File: config.mk
export PLATFORM = sky130hd
export DESIGN_NAME = lsm_uop_seq
export DESIGN_NICKNAME = d
export VERILOG_FILES = /design/src/rtl/lsm_pkg.sv /design/src/rtl/lsm_popcount.sv /design/src/rtl/lsm_lsb_pick.sv /design/src/rtl/lsm_uop_seq.sv
export SDC_FILE = /design/constraint.sdc
export NUM_CORES = 1
export LEC_CHECK = 0
export ABC_AREA = 0
export CAP_MARGIN = 10
export CORE_AREA = 5 5 93 95
export CTS_BUF_LIST = sky130_fd_sc_hd__clkbuf_4 sky130_fd_sc_hd__clkbuf_8 sky130_fd_sc_hd__clkbuf_16
export CTS_CLUSTER_SIZE = 28
export DETAILED_ROUTE_END_ITERATION = 10
export DIE_AREA = 0 0 98 100
export GPL_ROUTABILITY_DRIVEN = 1
export GPL_TIMING_DRIVEN = 0
export HOLD_SLACK_MARGIN = 0.12
export PLACE_DENSITY = 0.68
export SLEW_MARGIN = 20
export SYNTH_ARGS = -nofsm -noshare
export SYNTH_HDL_FRONTEND = slang
export SYNTH_SLANG_ARGS = --single-unit
File: constraint.sdc
create_clock -name clk_i -period 2.7 [get_ports clk_i]
set_clock_uncertainty 0.15 [all_clocks]
set_input_delay 0.675 -clock clk_i [delete_from_list [all_inputs] [get_ports clk_i]]
set_output_delay 0.675 -clock clk_i [all_outputs]
set_load 0.1 [all_outputs]
File: src/rtl/lsm_pkg.sv
package lsm_pkg;
  typedef enum logic [2:0] {
    K_ADDI     = 3'd0,
    K_SUBI     = 3'd1,
    K_LOAD     = 3'd2,
    K_STORE    = 3'd3,
    K_LOAD_RET = 3'd4
  } uop_kind_e;

  typedef enum logic [1:0] {
    S_IDLE,
    S_COPY,
    S_XFER,
    S_WB
  } seq_state_e;
endpackage

File: src/rtl/lsm_popcount.sv
module lsm_popcount #(
  parameter int N  = 16,
  parameter int CW = $clog2(N) + 1
) (
  input  logic [N-1:0]  vec_i,
  output logic [CW-1:0] cnt_o
);
  always_comb begin
    cnt_o = '0;
    for (int i = 0; i < N; i++) cnt_o = cnt_o + CW'(vec_i[i]);
  end
endmodule

File: src/rtl/lsm_lsb_pick.sv
module lsm_lsb_pick #(
  parameter int N  = 16,
  parameter int IW = $clog2(N)
) (
  input  logic [N-1:0]  vec_i,
  output logic [IW-1:0] idx_o,
  output logic [N-1:0]  onehot_o,
  output logic          multi_o
);
  assign onehot_o = vec_i & (~vec_i + N'(1));
  assign multi_o  = |(vec_i & (vec_i - N'(1)));

  always_comb begin
    idx_o = '0;
    for (int i = N - 1; i >= 0; i--) if (vec_i[i]) idx_o = IW'(i);
  end
endmodule

File: src/rtl/lsm_uop_seq.sv
module lsm_uop_seq
  import lsm_pkg::*;
#(
  parameter int NREGS      = 16,
  parameter int WORD_BYTES = 4,
  parameter int REG_W      = $clog2(NREGS),
  parameter int UREG_W     = REG_W + 1,
  parameter int OFS_W      = $clog2(NREGS * WORD_BYTES + WORD_BYTES) + 1
) (
  input  logic              clk_i,
  input  logic              rst_ni,
  input  logic              req_valid_i,
  output logic              req_ready_o,
  input  logic [NREGS-1:0]  reg_list_i,
  input  logic [REG_W-1:0]  base_idx_i,
  input  logic              up_i,
  input  logic              pre_i,
  input  logic              wb_i,
  input  logic              load_i,
  input  logic              user_i,
  output logic              uop_valid_o,
  input  logic              uop_ready_i,
  output logic [2:0]        uop_kind_o,
  output logic [UREG_W-1:0] uop_dst_o,
  output logic [UREG_W-1:0] uop_src_o,
  output logic [OFS_W-1:0]  uop_imm_o,
  output logic              uop_neg_o,
  output logic              uop_user_o,
  output logic [3:0]        uop_psr_mask_o,
  output logic              uop_last_o
);
  localparam int CW = $clog2(NREGS) + 1;
  localparam logic [OFS_W-1:0]  STEP    = OFS_W'(WORD_BYTES);
  localparam logic [UREG_W-1:0] TMP_REG = UREG_W'(NREGS);
  localparam logic [REG_W-1:0]  PC_REG  = REG_W'(NREGS - 1);

  seq_state_e        state_q, state_d;
  logic [NREGS-1:0]  list_q;
  logic [REG_W-1:0]  base_q;
  logic              up_q, wb_q, ld_q, usr_q;
  logic [OFS_W-1:0]  ofs_q, span_q;

  logic [CW-1:0]     cnt_d;
  logic [OFS_W-1:0]  span_d, ofs_start;
  logic [REG_W-1:0]  pick_idx;
  logic [NREGS-1:0]  pick_oh;
  logic              pick_multi;
  logic              fire, accept, is_ret;

  lsm_popcount #(.N(NREGS), .CW(CW)) u_cnt (
    .vec_i(reg_list_i),
    .cnt_o(cnt_d)
  );

  lsm_lsb_pick #(.N(NREGS), .IW(REG_W)) u_pick (
    .vec_i   (list_q),
    .idx_o   (pick_idx),
    .onehot_o(pick_oh),
    .multi_o (pick_multi)
  );

  assign span_d    = OFS_W'(cnt_d) * STEP;
  // descending start is precomputed so the walk still goes lowest register first
  assign ofs_start = (up_i ? '0 : span_d - STEP) + (pre_i ? STEP : '0);

  assign req_ready_o = (state_q == S_IDLE);
  assign uop_valid_o = (state_q != S_IDLE);
  assign accept      = req_valid_i && req_ready_o;
  assign fire        = uop_valid_o && uop_ready_i;
  assign is_ret      = ld_q && usr_q && (pick_idx == PC_REG);

  always_comb begin
    state_d = state_q;
    unique case (state_q)
      S_IDLE: if (accept) state_d = S_COPY;
      S_COPY: if (fire) state_d = (|list_q) ? S_XFER : (wb_q ? S_WB : S_IDLE);
      S_XFER: if (fire && !pick_multi) state_d = wb_q ? S_WB : S_IDLE;
      S_WB:   if (fire) state_d = S_IDLE;
      default: state_d = S_IDLE;
    endcase
  end

  always_ff @(posedge clk_i or negedge rst_ni) begin
    if (!rst_ni) begin
      state_q <= S_IDLE;
      list_q  <= '0;
      base_q  <= '0;
      up_q    <= 1'b0;
      wb_q    <= 1'b0;
      ld_q    <= 1'b0;
      usr_q   <= 1'b0;
      ofs_q   <= '0;
      span_q  <= '0;
    end else begin
      state_q <= state_d;
      if (accept) begin
        list_q <= reg_list_i;
        base_q <= base_idx_i;
        up_q   <= up_i;
        wb_q   <= wb_i;
        ld_q   <= load_i;
        usr_q  <= user_i;
        ofs_q  <= ofs_start;
        span_q <= span_d;
      end else if (fire && state_q == S_XFER) begin
        list_q <= list_q & ~pick_oh;
        ofs_q  <= up_q ? ofs_q + STEP : ofs_q - STEP;
      end
    end
  end

  always_comb begin
    uop_kind_o     = K_ADDI;
    uop_dst_o      = TMP_REG;
    uop_src_o      = UREG_W'(base_q);
    uop_imm_o      = '0;
    uop_neg_o      = 1'b0;
    uop_user_o     = 1'b0;
    uop_psr_mask_o = 4'h0;
    uop_last_o     = 1'b0;
    unique case (state_q)
      S_COPY: uop_last_o = ~(|list_q) && !wb_q;
      S_XFER: begin
        uop_kind_o     = !ld_q ? K_STORE : (is_ret ? K_LOAD_RET : K_LOAD);
        uop_dst_o      = UREG_W'(pick_idx);
        uop_src_o      = TMP_REG;
        uop_imm_o      = ofs_q;
        uop_neg_o      = !up_q;
        uop_user_o     = usr_q;
        uop_psr_mask_o = is_ret ? 4'hF : 4'h0;
        uop_last_o     = !pick_multi && !wb_q;
      end
      S_WB: begin
        uop_kind_o = up_q ? K_ADDI : K_SUBI;
        uop_dst_o  = UREG_W'(base_q);
        uop_imm_o  = span_q;
        uop_last_o = 1'b1;
      end
      default: ;
    endcase
  end

  // checker state: previous accepted transfer
  logic             chk_xfer_q;
  logic [OFS_W-1:0] chk_imm_q;
  logic [UREG_W-1:0] chk_dst_q;
  logic             is_xfer_kind;

  assign is_xfer_kind = (uop_kind_o == K_LOAD) || (uop_kind_o == K_STORE) ||
                        (uop_kind_o == K_LOAD_RET);

  always_ff @(posedge clk_i or negedge rst_ni) begin
    if (!rst_ni) begin
      chk_xfer_q <= 1'b0;
      chk_imm_q  <= '0;
      chk_dst_q  <= '0;
    end else begin
      chk_xfer_q <= fire && uop_valid_o && is_xfer_kind && !uop_last_o;
      if (fire) begin
        chk_imm_q <= uop_imm_o;
        chk_dst_q <= uop_dst_o;
      end
    end
  end

  p_copy_first_r1: assert property (@(posedge clk_i) disable iff (!rst_ni)
    $rose(uop_valid_o) |-> (uop_kind_o == K_ADDI && uop_dst_o == TMP_REG && uop_imm_o == '0));

  p_src_tmp_r2: assert property (@(posedge clk_i) disable iff (!rst_ni)
    (uop_valid_o && is_xfer_kind) |-> (uop_src_o == TMP_REG));

  p_rising_dst_r2: assert property (@(posedge clk_i) disable iff (!rst_ni)
    (chk_xfer_q && uop_valid_o && is_xfer_kind) |-> (uop_dst_o > chk_dst_q));

  p_step_r4: assert property (@(posedge clk_i) disable iff (!rst_ni)
    (chk_xfer_q && uop_valid_o && is_xfer_kind) |->
      (uop_imm_o == (uop_neg_o ? chk_imm_q - STEP : chk_imm_q + STEP)));

  p_ret_pc_r5: assert property (@(posedge clk_i) disable iff (!rst_ni)
    (uop_valid_o && uop_kind_o == K_LOAD_RET) |->
      (uop_dst_o == UREG_W'(PC_REG) && uop_user_o && uop_psr_mask_o == 4'hF));

  p_hold_r10: assert property (@(posedge clk_i) disable iff (!rst_ni)
    (uop_valid_o && !uop_ready_i) |=>
      (uop_valid_o && $stable(uop_kind_o) && $stable(uop_dst_o) && $stable(uop_src_o) &&
       $stable(uop_imm_o) && $stable(uop_last_o) && $stable(uop_psr_mask_o)));

  p_busy_r11: assert property (@(posedge clk_i) disable iff (!rst_ni)
    uop_valid_o |-> !req_ready_o);

  p_last_ends_r8: assert property (@(posedge clk_i) disable iff (!rst_ni)
    (uop_valid_o && uop_ready_i && uop_last_o) |=> !uop_valid_o);
endmodule

==> results.tsv <==
metric	value	unit
outcome	finished with violations	
violations	negative setup slack	
slew_headroom	0.362	
gp_congestion	0.858	
seq_area	938	sq um
dp_cells	530	
syn_to_final_growth	59.3	%
fin_nets	523	
routed_wl	9230	um
cpPeakStageDelay	630	ps
worst_pin_slew	961	ps
cts_sinks	37	
top_layer	met4	
finalSetupTns	-21890	ps
route.met2.wl	4600	um
p_per_area	1260	nW/um^2
die_area	9800	sq um
path_clk_slew	70	ps
irDropWorstVdd	0.000868	V
syn_area	2990	sq um
fin_crit_sh	1.82	
grt_overflow	0	
antennaDiodeCount	0	
yosys.cell_types.count	50	
wl_met3	398	um
clkLatencyLatePin	290	ps
root_buffer	clkbuf_8	
timing.critical_path.mode_cell	fa_1	
ys_seq_area_frac	0.309	
hold_class	register to register	
antenna_left	0	
grt_pass1_wl	15100	um
wl_per_cell	16.2	um
critPathCaptureType	register	
path_class	input port to register	
start_util	0.392	
rows	32	
cap_violations	0	
grt_pass1_vias	3161	
period_minus_slack	4930	ps
critical-path-slowest-cell	fa_2	
hold_viol	0	
fmax	0.203	GHz
grt_max_degree	29	
portBuffers	56	
drive_above_1_share	0.366	
ys_ff_latch	37	
worstPathRequired	2760	ps
setup_slack	-2230	ps
nFillCells	625	
die_x	98	um
final_cells	569	
io_pins	59	
crit_chain	buf_8 -> ha_4 -> inv_2 -> fa_1 -> fa_1 -> fa_1 -> fa_1 -> fa_2 -> fa_2 -> ha_4 -> xor2_2 -> nor2_4 -> nor4_1 -> a41oi_1 -> o22ai_1	
final_util	0.624	
yosysWarnings	0	
grt_antenna_before_repair	0	
rsz0062_at_grt	true	
synth_edf_count	0	
yosysTopAreaCellShare	0.309	
synth_area_leaders	dfrtp_1 31%, nand2_1 8.3%, fa_1 7.4%, ha_1 6.7%, o21ai_0 6.7%	
p_leak	2.14	nW
clock_path_buffers	2	
dp_hpwl	6650	um
worst_setup_path_start_kind	input port	
firstDrtPassIters	4	
slew_viol_final	0	
ys.flop_type	dfrtp_1	
multi_input_area	2360	sq um
syn_area_per_cell	8.09	sq um
crit_fanout	3	
drt_iter0_drc	146	
htree_levels	2	
setup_viol	19	
grtUsageTotal	0.190	
die_y	100	um
drt-met1-wl	4080	um
core	7650	sq um
netlist_top_cells_count	66 x nand2_1, 40 x o21ai_0, 37 x dfrtp_1	
vias	3030	
crit_arrival	4980	ps
async_reset_ff_frac	1.00	
drc_errors	0	
syn_inst	370	
synth_largest_area_cell	dfrtp_1	
yosysMostFrequentCell	nand2_1	
vias_per_cell	5.33	
cts_buffers	5	
cts_tree	done	
[cell families (layout without fill, tap and decap cells)]
kind of cell    after synthesis  count (layout)  share of synthesized area
simple gates                135             135                      0.212
compound gates               98              98                      0.204
buf+inv                      56             152                     0.0790
flops                        37              37                      0.309
fa+ha+maj                    28              28                      0.144
xor+xnor                     11              11                     0.0372
mux                           4               4                     0.0134
other cells                   1               2                    0.00125
[final cells by class]
type / count / area share
well taps: 102 / 0.0268
repair buffers: 93 / 0.207
inverters: 34 / 0.0268
multi-input cells: 278 / 0.495
flip-flops and latches: 37 / 0.197
clock buffers: 7 / 0.0189
plain buffers: 18 / 0.0283
[routing by layer]
layer  vias up  GRT usage
met3        13     0.0285
li1       1457          -
met2        92      0.326
met1      1468      0.240
met5         -          0
met4         0     0.0788
[repair_timing]
action	CTS	global route
buffers inserted	22	13
pin swaps	38	21
hold buffers	1	0
endpoints found under the hold margin	9	0
endpoints found under the setup margin	39	36
gates resized for setup	266	30
[cell usage in the layout (no fill, tap or decap), types with 10 or more instances in the layout]
cell type and count:
buf_4 37, inv_1 28, clkdlybuf4s50_1 20, buf_6 15
nand2_1 60, nor2_1 15, dfrtp_1 27, buf_12 13
dfrtp_2 10, o21ai_0 29, ha_1 11, a21oi_1 10
[power breakdown]
part / internal (W) / switching (W) / total (W)
logic: 0.00183 / 0.00258 / 0.00441
registers: 0.000824 / 0.000377 / 0.00120
clock network: 0.000213 / 0.000199 / 0.000412
total: 0.00286 / 0.00316 / 0.00602
[critical path: cells and delay by family]
| kind | cells | cell delay, ps |
|---|---|---|
| adder cells (fa/ha/maj) | 8 | 3350 |
| AO/OA/AOI/OAI | 2 | 240 |
| XOR/XNOR | 1 | 220 |
| AND/OR/NAND/NOR | 2 | 360 |
| buffers and inverters | 2 | 130 |
[registers in the layout (all words and copies together) (netlist names)]
| signal | flops |
|---|---|
| ld_q | 1 |
| usr_q | 1 |
| list_q | 16 |
| span_q | 5 |
| base_q | 4 |
| up_q | 1 |
| state_q | 2 |
| wb_q | 1 |
| ofs_q | 6 |
[per-stage QoR]
step / total power [W] / hold slack (ps) / setup slack, ps / instance area [sq um]
after floorplan: 0.00390 / 229 / -2230 / 3350
after global placement: 0.00459 / 337 / -3110 / 4040
after detailed placement: 0.00465 / 349 / -3120 / 4050
after CTS: 0.00569 / 368 / -2300 / 4590
after global routing: 0.00642 / 387 / -2330 / 4770
final: 0.00602 / 364 / -2230 / 4770
[final timing paths]
kind / cells past startpoint / endpoint / slack [ps] / from
max: 15 / ofs_q[7] / -2230 / reg_list_i[0]
max in group asynchronous: 3 / list_q[4] / 1310 / rst_ni
min in group asynchronous: 2 / list_q[10] / 640 / rst_ni
max reg2reg: 10 / ofs_q[7] / -120 / up_q
min: 2 / span_q[5] / 360 / span_q[5]
min reg2reg: 2 / span_q[5] / 360 / span_q[5]
Note: power is estimated with default switching activity, not from simulation.
